--- config.mk ---
export PLATFORM = sky130hd
export DESIGN_NAME = spec_credit_link
export DESIGN_NICKNAME = d
export VERILOG_FILES = /design/src/rtl/scl_pkg.sv /design/src/rtl/scl_lowest_pick.sv /design/src/rtl/scl_credit_ctr.sv /design/src/rtl/scl_tx_store.sv /design/src/rtl/scl_rx_buffer.sv /design/src/rtl/spec_credit_link.sv
export SDC_FILE = /design/constraint.sdc
export NUM_CORES = 1
export LEC_CHECK = 0
export BUFFER_PORTS_ARGS = -buffer_cell sky130_fd_sc_hd__buf_4
export CORE_AREA = 3 3 84 86
export CTS_BUF_LIST = sky130_fd_sc_hd__clkbuf_8
export DETAILED_ROUTE_END_ITERATION = 7
export DIE_AREA = 0 0 87 89
export GPL_ROUTABILITY_DRIVEN = 0
export PLACE_DENSITY = 0.79
export SYNTH_ARGS = -nofsm -noshare
export SYNTH_HDL_FRONTEND = slang
export SYNTH_SLANG_ARGS = --single-unit
--- constraint.sdc ---
create_clock -name clk_i -period 7.7 [get_ports clk_i]
set_input_delay 0.77 -clock clk_i [delete_from_list [all_inputs] [get_ports clk_i]]
set_output_delay 0.77 -clock clk_i [all_outputs]
set_load 0.005 [all_outputs]
--- src/rtl/scl_pkg.sv ---
package scl_pkg;
  typedef enum logic [1:0] {
    SLOT_FREE = 2'd0,
    SLOT_NEW  = 2'd1,
    SLOT_WAIT = 2'd2,
    SLOT_RETX = 2'd3
  } slot_state_e;
endpackage

--- src/rtl/scl_lowest_pick.sv ---
module scl_lowest_pick #(
  parameter int N     = 4,
  parameter int IDX_W = 2
) (
  input  logic [N-1:0]     req_i,
  output logic             found_o,
  output logic [IDX_W-1:0] idx_o
);
  always_comb begin
    found_o = 1'b0;
    idx_o   = '0;
    for (int i = N - 1; i >= 0; i--) begin
      if (req_i[i]) begin
        found_o = 1'b1;
        idx_o   = IDX_W'(i);
      end
    end
  end
endmodule

--- src/rtl/scl_credit_ctr.sv ---
module scl_credit_ctr #(
  parameter int CNT_W = 4,
  parameter int INIT  = 2
) (
  input  logic                    clk_i,
  input  logic                    rst_ni,
  input  logic                    take_i,
  input  logic                    give_nack_i,
  input  logic                    give_pop_i,
  output logic signed [CNT_W-1:0] credit_o,
  output logic                    credit_ok_o
);
  logic signed [CNT_W-1:0] credit_q, credit_d;

  always_comb begin
    credit_d = credit_q - CNT_W'(take_i) + CNT_W'(give_nack_i) + CNT_W'(give_pop_i);
  end

  always_ff @(posedge clk_i or negedge rst_ni) begin
    if (!rst_ni) credit_q <= CNT_W'(INIT);
    else         credit_q <= credit_d;
  end

  assign credit_o    = credit_q;
  assign credit_ok_o = !credit_q[CNT_W-1] && (credit_q != '0);
endmodule

--- src/rtl/scl_tx_store.sv ---
module scl_tx_store
  import scl_pkg::*;
#(
  parameter int DATA_W = 8,
  parameter int DEPTH  = 4,
  parameter int TAG_W  = 2
) (
  input  logic              clk_i,
  input  logic              rst_ni,
  input  logic              up_valid_i,
  input  logic [DATA_W-1:0] up_data_i,
  output logic              up_ready_o,
  input  logic              credit_ok_i,
  input  logic              ack_i,
  input  logic              nack_i,
  input  logic [TAG_W-1:0]  resp_tag_i,
  output logic              send_o,
  output logic [TAG_W-1:0]  send_tag_o,
  output logic [DATA_W-1:0] send_data_o,
  output logic              send_spec_o
);
  slot_state_e       state_q [DEPTH];
  logic [DATA_W-1:0] data_q  [DEPTH];

  logic [DEPTH-1:0] free_v, new_v, retx_v;
  logic             free_found, new_found, retx_found;
  logic [TAG_W-1:0] free_idx, new_idx, retx_idx;
  logic             alloc;

  for (genvar g = 0; g < DEPTH; g++) begin : g_vec
    assign free_v[g] = (state_q[g] == SLOT_FREE);
    assign new_v[g]  = (state_q[g] == SLOT_NEW);
    assign retx_v[g] = (state_q[g] == SLOT_RETX);
  end

  scl_lowest_pick #(.N(DEPTH), .IDX_W(TAG_W)) u_pick_free (
    .req_i(free_v), .found_o(free_found), .idx_o(free_idx));
  scl_lowest_pick #(.N(DEPTH), .IDX_W(TAG_W)) u_pick_new (
    .req_i(new_v), .found_o(new_found), .idx_o(new_idx));
  scl_lowest_pick #(.N(DEPTH), .IDX_W(TAG_W)) u_pick_retx (
    .req_i(retx_v), .found_o(retx_found), .idx_o(retx_idx));

  // refused cells first, then credited new cells, then one speculative new cell
  always_comb begin
    send_o      = 1'b0;
    send_spec_o = 1'b0;
    send_tag_o  = '0;
    if (credit_ok_i && retx_found) begin
      send_o     = 1'b1;
      send_tag_o = retx_idx;
    end else if (new_found) begin
      send_o      = 1'b1;
      send_tag_o  = new_idx;
      send_spec_o = !credit_ok_i;
    end
  end

  assign send_data_o = data_q[send_tag_o];
  assign up_ready_o  = free_found;
  assign alloc       = up_valid_i && free_found;

  always_ff @(posedge clk_i or negedge rst_ni) begin
    if (!rst_ni) begin
      for (int i = 0; i < DEPTH; i++) state_q[i] <= SLOT_FREE;
    end else begin
      for (int i = 0; i < DEPTH; i++) begin
        if (alloc && free_idx == TAG_W'(i))
          state_q[i] <= SLOT_NEW;
        else if (send_o && send_tag_o == TAG_W'(i))
          state_q[i] <= SLOT_WAIT;
        else if ((ack_i || nack_i) && resp_tag_i == TAG_W'(i))
          state_q[i] <= nack_i ? SLOT_RETX : SLOT_FREE;
      end
    end
  end

  always_ff @(posedge clk_i) begin
    if (alloc) data_q[free_idx] <= up_data_i;
  end
endmodule

--- src/rtl/scl_rx_buffer.sv ---
module scl_rx_buffer #(
  parameter int DATA_W = 8,
  parameter int DEPTH  = 2,
  parameter int TAG_W  = 2
) (
  input  logic              clk_i,
  input  logic              rst_ni,
  input  logic              cell_valid_i,
  input  logic [DATA_W-1:0] cell_data_i,
  input  logic [TAG_W-1:0]  cell_tag_i,
  input  logic              out_ready_i,
  output logic              out_valid_o,
  output logic [DATA_W-1:0] out_data_o,
  output logic              ack_o,
  output logic              nack_o,
  output logic [TAG_W-1:0]  tag_o,
  output logic              credit_o
);
  localparam int PTR_W = (DEPTH > 1) ? $clog2(DEPTH) : 1;
  localparam int CNT_W = $clog2(DEPTH + 1);

  logic [DATA_W-1:0] mem_q [DEPTH];
  logic [PTR_W-1:0]  wr_q, rd_q;
  logic [CNT_W-1:0]  cnt_q;
  logic              full, push, pop;

  function automatic logic [PTR_W-1:0] ptr_inc(input logic [PTR_W-1:0] p);
    return (p == PTR_W'(DEPTH - 1)) ? '0 : p + 1'b1;
  endfunction

  // full is judged on the arrival cycle alone; a same-cycle pop does not count
  assign full        = (cnt_q == CNT_W'(DEPTH));
  assign push        = cell_valid_i && !full;
  assign out_valid_o = (cnt_q != '0);
  assign pop         = out_valid_o && out_ready_i;
  assign out_data_o  = mem_q[rd_q];

  always_ff @(posedge clk_i or negedge rst_ni) begin
    if (!rst_ni) begin
      wr_q     <= '0;
      rd_q     <= '0;
      cnt_q    <= '0;
      ack_o    <= 1'b0;
      nack_o   <= 1'b0;
      tag_o    <= '0;
      credit_o <= 1'b0;
    end else begin
      if (push) wr_q <= ptr_inc(wr_q);
      if (pop)  rd_q <= ptr_inc(rd_q);
      cnt_q    <= cnt_q + CNT_W'(push) - CNT_W'(pop);
      ack_o    <= push;
      nack_o   <= cell_valid_i && full;
      if (cell_valid_i) tag_o <= cell_tag_i;
      credit_o <= pop;
    end
  end

  always_ff @(posedge clk_i) begin
    if (push) mem_q[wr_q] <= cell_data_i;
  end
endmodule

--- src/rtl/spec_credit_link.sv ---
module spec_credit_link #(
  parameter int DATA_W      = 8,
  parameter int STORE_DEPTH = 4,
  parameter int RX_DEPTH    = 2,
  localparam int TAG_W      = (STORE_DEPTH > 1) ? $clog2(STORE_DEPTH) : 1,
  localparam int CNT_W      = $clog2(STORE_DEPTH + RX_DEPTH + 1) + 1
) (
  input  logic              clk_i,
  input  logic              rst_ni,
  input  logic              up_valid_i,
  input  logic [DATA_W-1:0] up_data_i,
  output logic              up_ready_o,
  output logic              link_valid_o,
  output logic [DATA_W-1:0] link_data_o,
  output logic [TAG_W-1:0]  link_tag_o,
  output logic              link_spec_o,
  output logic              resp_ack_o,
  output logic              resp_nack_o,
  output logic [TAG_W-1:0]  resp_tag_o,
  output logic              resp_credit_o,
  output logic              cons_valid_o,
  output logic [DATA_W-1:0] cons_data_o,
  input  logic              cons_ready_i
);
  logic                    send, send_spec, credit_ok;
  logic [TAG_W-1:0]        send_tag;
  logic [DATA_W-1:0]       send_data;
  logic signed [CNT_W-1:0] credit_q;

  scl_credit_ctr #(.CNT_W(CNT_W), .INIT(RX_DEPTH)) u_credit (
    .clk_i       (clk_i),
    .rst_ni      (rst_ni),
    .take_i      (send),
    .give_nack_i (resp_nack_o),
    .give_pop_i  (resp_credit_o),
    .credit_o    (credit_q),
    .credit_ok_o (credit_ok)
  );

  scl_tx_store #(.DATA_W(DATA_W), .DEPTH(STORE_DEPTH), .TAG_W(TAG_W)) u_store (
    .clk_i       (clk_i),
    .rst_ni      (rst_ni),
    .up_valid_i  (up_valid_i),
    .up_data_i   (up_data_i),
    .up_ready_o  (up_ready_o),
    .credit_ok_i (credit_ok),
    .ack_i       (resp_ack_o),
    .nack_i      (resp_nack_o),
    .resp_tag_i  (resp_tag_o),
    .send_o      (send),
    .send_tag_o  (send_tag),
    .send_data_o (send_data),
    .send_spec_o (send_spec)
  );

  always_ff @(posedge clk_i or negedge rst_ni) begin
    if (!rst_ni) begin
      link_valid_o <= 1'b0;
      link_spec_o  <= 1'b0;
      link_tag_o   <= '0;
      link_data_o  <= '0;
    end else begin
      link_valid_o <= send;
      link_spec_o  <= send && send_spec;
      if (send) begin
        link_tag_o  <= send_tag;
        link_data_o <= send_data;
      end
    end
  end

  scl_rx_buffer #(.DATA_W(DATA_W), .DEPTH(RX_DEPTH), .TAG_W(TAG_W)) u_rx (
    .clk_i        (clk_i),
    .rst_ni       (rst_ni),
    .cell_valid_i (link_valid_o),
    .cell_data_i  (link_data_o),
    .cell_tag_i   (link_tag_o),
    .out_ready_i  (cons_ready_i),
    .out_valid_o  (cons_valid_o),
    .out_data_o   (cons_data_o),
    .ack_o        (resp_ack_o),
    .nack_o       (resp_nack_o),
    .tag_o        (resp_tag_o),
    .credit_o     (resp_credit_o)
  );
endmodule

==> summary.txt <==
Status: complete, no violations
Top sig layer: met4
Global-route wire length before repair: 10290 µm
Vias in the first global route: 2057
Detail Placement HPWL: 4574 µm
Seq pwr share: 54.1%
Drt first pass iters: 4
Async S/R FF share, synth: 40.74%
Top cell type's share of synthesized area: 41.94%
Combinational share of power: 12.6%
CTS Buffer Depth: 2
Critical Path Sink Type: register
Sw Share: 25.41%
Dominant synthesized flop cell: edfxtp_1
Tot GR Track Use: 17.86%
Required @ worst endpoint: 7940 ps
Crit-path max cell delay: 430 ps
Final Skew: 11.31 ps
Met3 wire length: 286 µm
Grt ovf: 0
Final hold vios: 0
Port bufs: 38
CTS root buf: clkbuf_8
CTS tree: built
First DRT Iteration DRCs: 94
Post-route setup TNS: 0 ps
Max-slew headroom: 44.67%
Antenna violations before repair: 0
DRT Wirelength: 6430 µm
# hold bufs at CTS: 0
Initial Util: 54.13%
Layout cell share with drive strength beyond 1: 26.01%
Hold Crit Class: input pin to async pin
CP Launch Type: register
Syn Nets: 265
Rows: 29
Post-synthesis sequential area ratio: 66.00%
Post-CTS Setup Bufs: 0
VDD IR-drop max: 0.0001819 V
Routed length on met1: 2752 µm
Resize count post-CTS: 0
Synth area leaders: edfxtp_1, dfrtp_1, mux2_2, mux2i_1, ha_1
Fmax: 347.2 MHz
Remaining antenna violation count: 0
CTS buffer count: 9
Worst-margin pin slew: 825.4 ps
Number of synthesized flops with an enable pin: 48
Synth area leader: edfxtp_1
CP max FO: 11
Yosys Warn Count: 0
Commonest non-fill, non-tap cell in the layout: edfxtp_1
Via Count: 2093
CP top delay family: adder cells
Die width: 87 µm
Mapped cell area: 0.003437 mm²
Post-route minimum period: 2880 ps
Worst-path clk slew: 80 ps
H-Tree Depth: 3
Fin. max-slew vios: 0
IO Pins: 39
Die footprint: 0.007743 mm²
Met2 WL: 3238 µm
Post-synthesis register bit count: 81
Largest net degree at the start of global routing: 34
Sink Count: 81
Post-route insts no fill: 373
P_leak: 1.573 nW
Ant. Diodes: 0
Internal Pwr Total: 0.7018 mW
Worst path arrival time: 3120 ps
WL/cell: 17.24 µm
Synth Instances: 245
Fin nets: 311
Tcrit/Tclk final: 37.41%
Commonest non-fill, non-tap cells in the layout: edfxtp_1, buf_4, dfrtp_1
# DRC: 0
Final setup fails: 0
Total power: 0.9409 mW
Core ar.: 0.006350 mm²
Die H: 89 µm
Bufs and invs on worst path: 1
Slowest-stage cell, CP: dfrtp_1
RSZ-0062 raised after global routing: no
Crit-path cells: inv_1 > ha_1 > a221oi_4 > nand2b_1 > ha_1 > fa_1 > fa_1 > xnor2_1
PD cells: 234.4 mW/mm²
WS Path Type: register to register
Vias/cell: 5.611
Post-Place Cells: 357
Fill count: 489
Worst skew pair latency: 350 ps
Avg Inst Size Synth: 14.03 µm²
Power share of the clock group: 33.4%
Switch Pwr: 0.2391 mW
Distinct cells, synth: 43
Max-cap viol count: 0
P&R area growth vs syn: 16.78%
[worst reg2reg max path, delay by kind of cell, from the launching register on]
family	cells	cell delay (ps)
adder cells (fa/ha/maj)	4	1350
AND/OR/NAND/NOR	1	410
AO/OA/AOI/OAI	1	380
buffers and inverters	1	70
XOR/XNOR	1	140
flip-flops	1	430
[layer usage]
layer / track usage (%) / vias up
li1: - / 990
met1: 22.53 / 1038
met2: 29.81 / 50
met3: 3.502 / 15
met4: 8.499 / 0
met5: 0 / -
[through the flow]
step / util (%) / hold WS (ps) / worst slack [ps] / area [µm²]
floorplan: - / 460.8 / 4942 / 3437
global placement: 60.00 / 475.0 / 4901 / 3810
detailed placement: 60.00 / 503.6 / 4802 / 3810
CTS: 63.21 / 363.5 / 4790 / 4014
global route: 63.21 / 376.9 / 4675 / 4014
finish: 63.21 / 347.0 / 4820 / 4014
[worst paths after layout]
check | slack [ps] | cells after the start | start | endpoint
min reg2reg | 530 | 0 | link_data_o[5] | u_rx.mem_q[1][5]
min | 350 | 1 | rst_ni | u_store.state_q[5]
max in group asynchronous | 7020 | 1 | rst_ni | u_credit.credit_o[1]
max reg2reg | 4820 | 8 | u_credit.credit_o[3] | u_credit.credit_o[2]
min in group clk_i | 530 | 0 | link_data_o[5] | u_rx.mem_q[1][5]
max | 4820 | 8 | u_credit.credit_o[3] | u_credit.credit_o[2]
[power groups by stage]
stage	clock network (mW)	logic (mW)	registers [mW]
after floorplan	0	0.0944	0.506
after detailed placement	0	0.120	0.519
after CTS	0.318	0.121	0.510
after global routing	0.334	0.134	0.513
after global placement	0	0.112	0.517
final	0.314	0.118	0.509
[flip-flops by register name (all words and copies together) (netlist names), 2 cells and up]
name / count
u_rx.tag_o: 2
u_credit.credit_o: 4
u_store.state_q: 8
u_rx.cnt_q: 2
u_store.data_q: 32
link_data_o: 8
link_tag_o: 2
u_rx.mem_q: 16
[kinds of logic (layout without fill, tap and decap cells)]
logic type | after synthesis | in the layout | synth area share, %
flip-flops | 81 | 81 | 66.00
AND/OR/NAND/NOR | 60 | 60 | 9.064
AO/OA/AOI/OAI | 44 | 44 | 9.720
multiplexers | 24 | 24 | 7.463
buffers and inverters | 22 | 73 | 2.876
adder cells (fa/ha/maj) | 8 | 8 | 3.349
XOR/XNOR | 6 | 6 | 1.529
[Yosys cell counts (3+ instances only)]
library cell	count
mux2_1	3
and3_1	3
a21oi_1	7
o21ai_0	12
inv_1	17
ha_1	6
mux2_2	10
nor3_1	5
a31oi_1	3
clkbuf_1	4
o221a_1	3
a21o_1	3
mux2i_1	11
edfxtp_1	48
nor2_1	20
or2_2	3
a221oi_1	6
dfrtp_1	32
nand3_1	7
nand2_1	9
xnor2_1	4
[final cells by class]
type                            count  area [µm²]  area share (%)
Sequential cell                    81        2268           56.52
Multi-Input combinational cell    142        1081           26.93
Timing Repair Buffer               40       300.3           7.481
Clock buffer                       10       137.6           3.429
Tap cell                           77       96.34           2.400
Clock inverter                      6       66.31           1.652
Inverter                           17       63.81           1.590
Note: power is estimated with default switching activity, not from simulation.
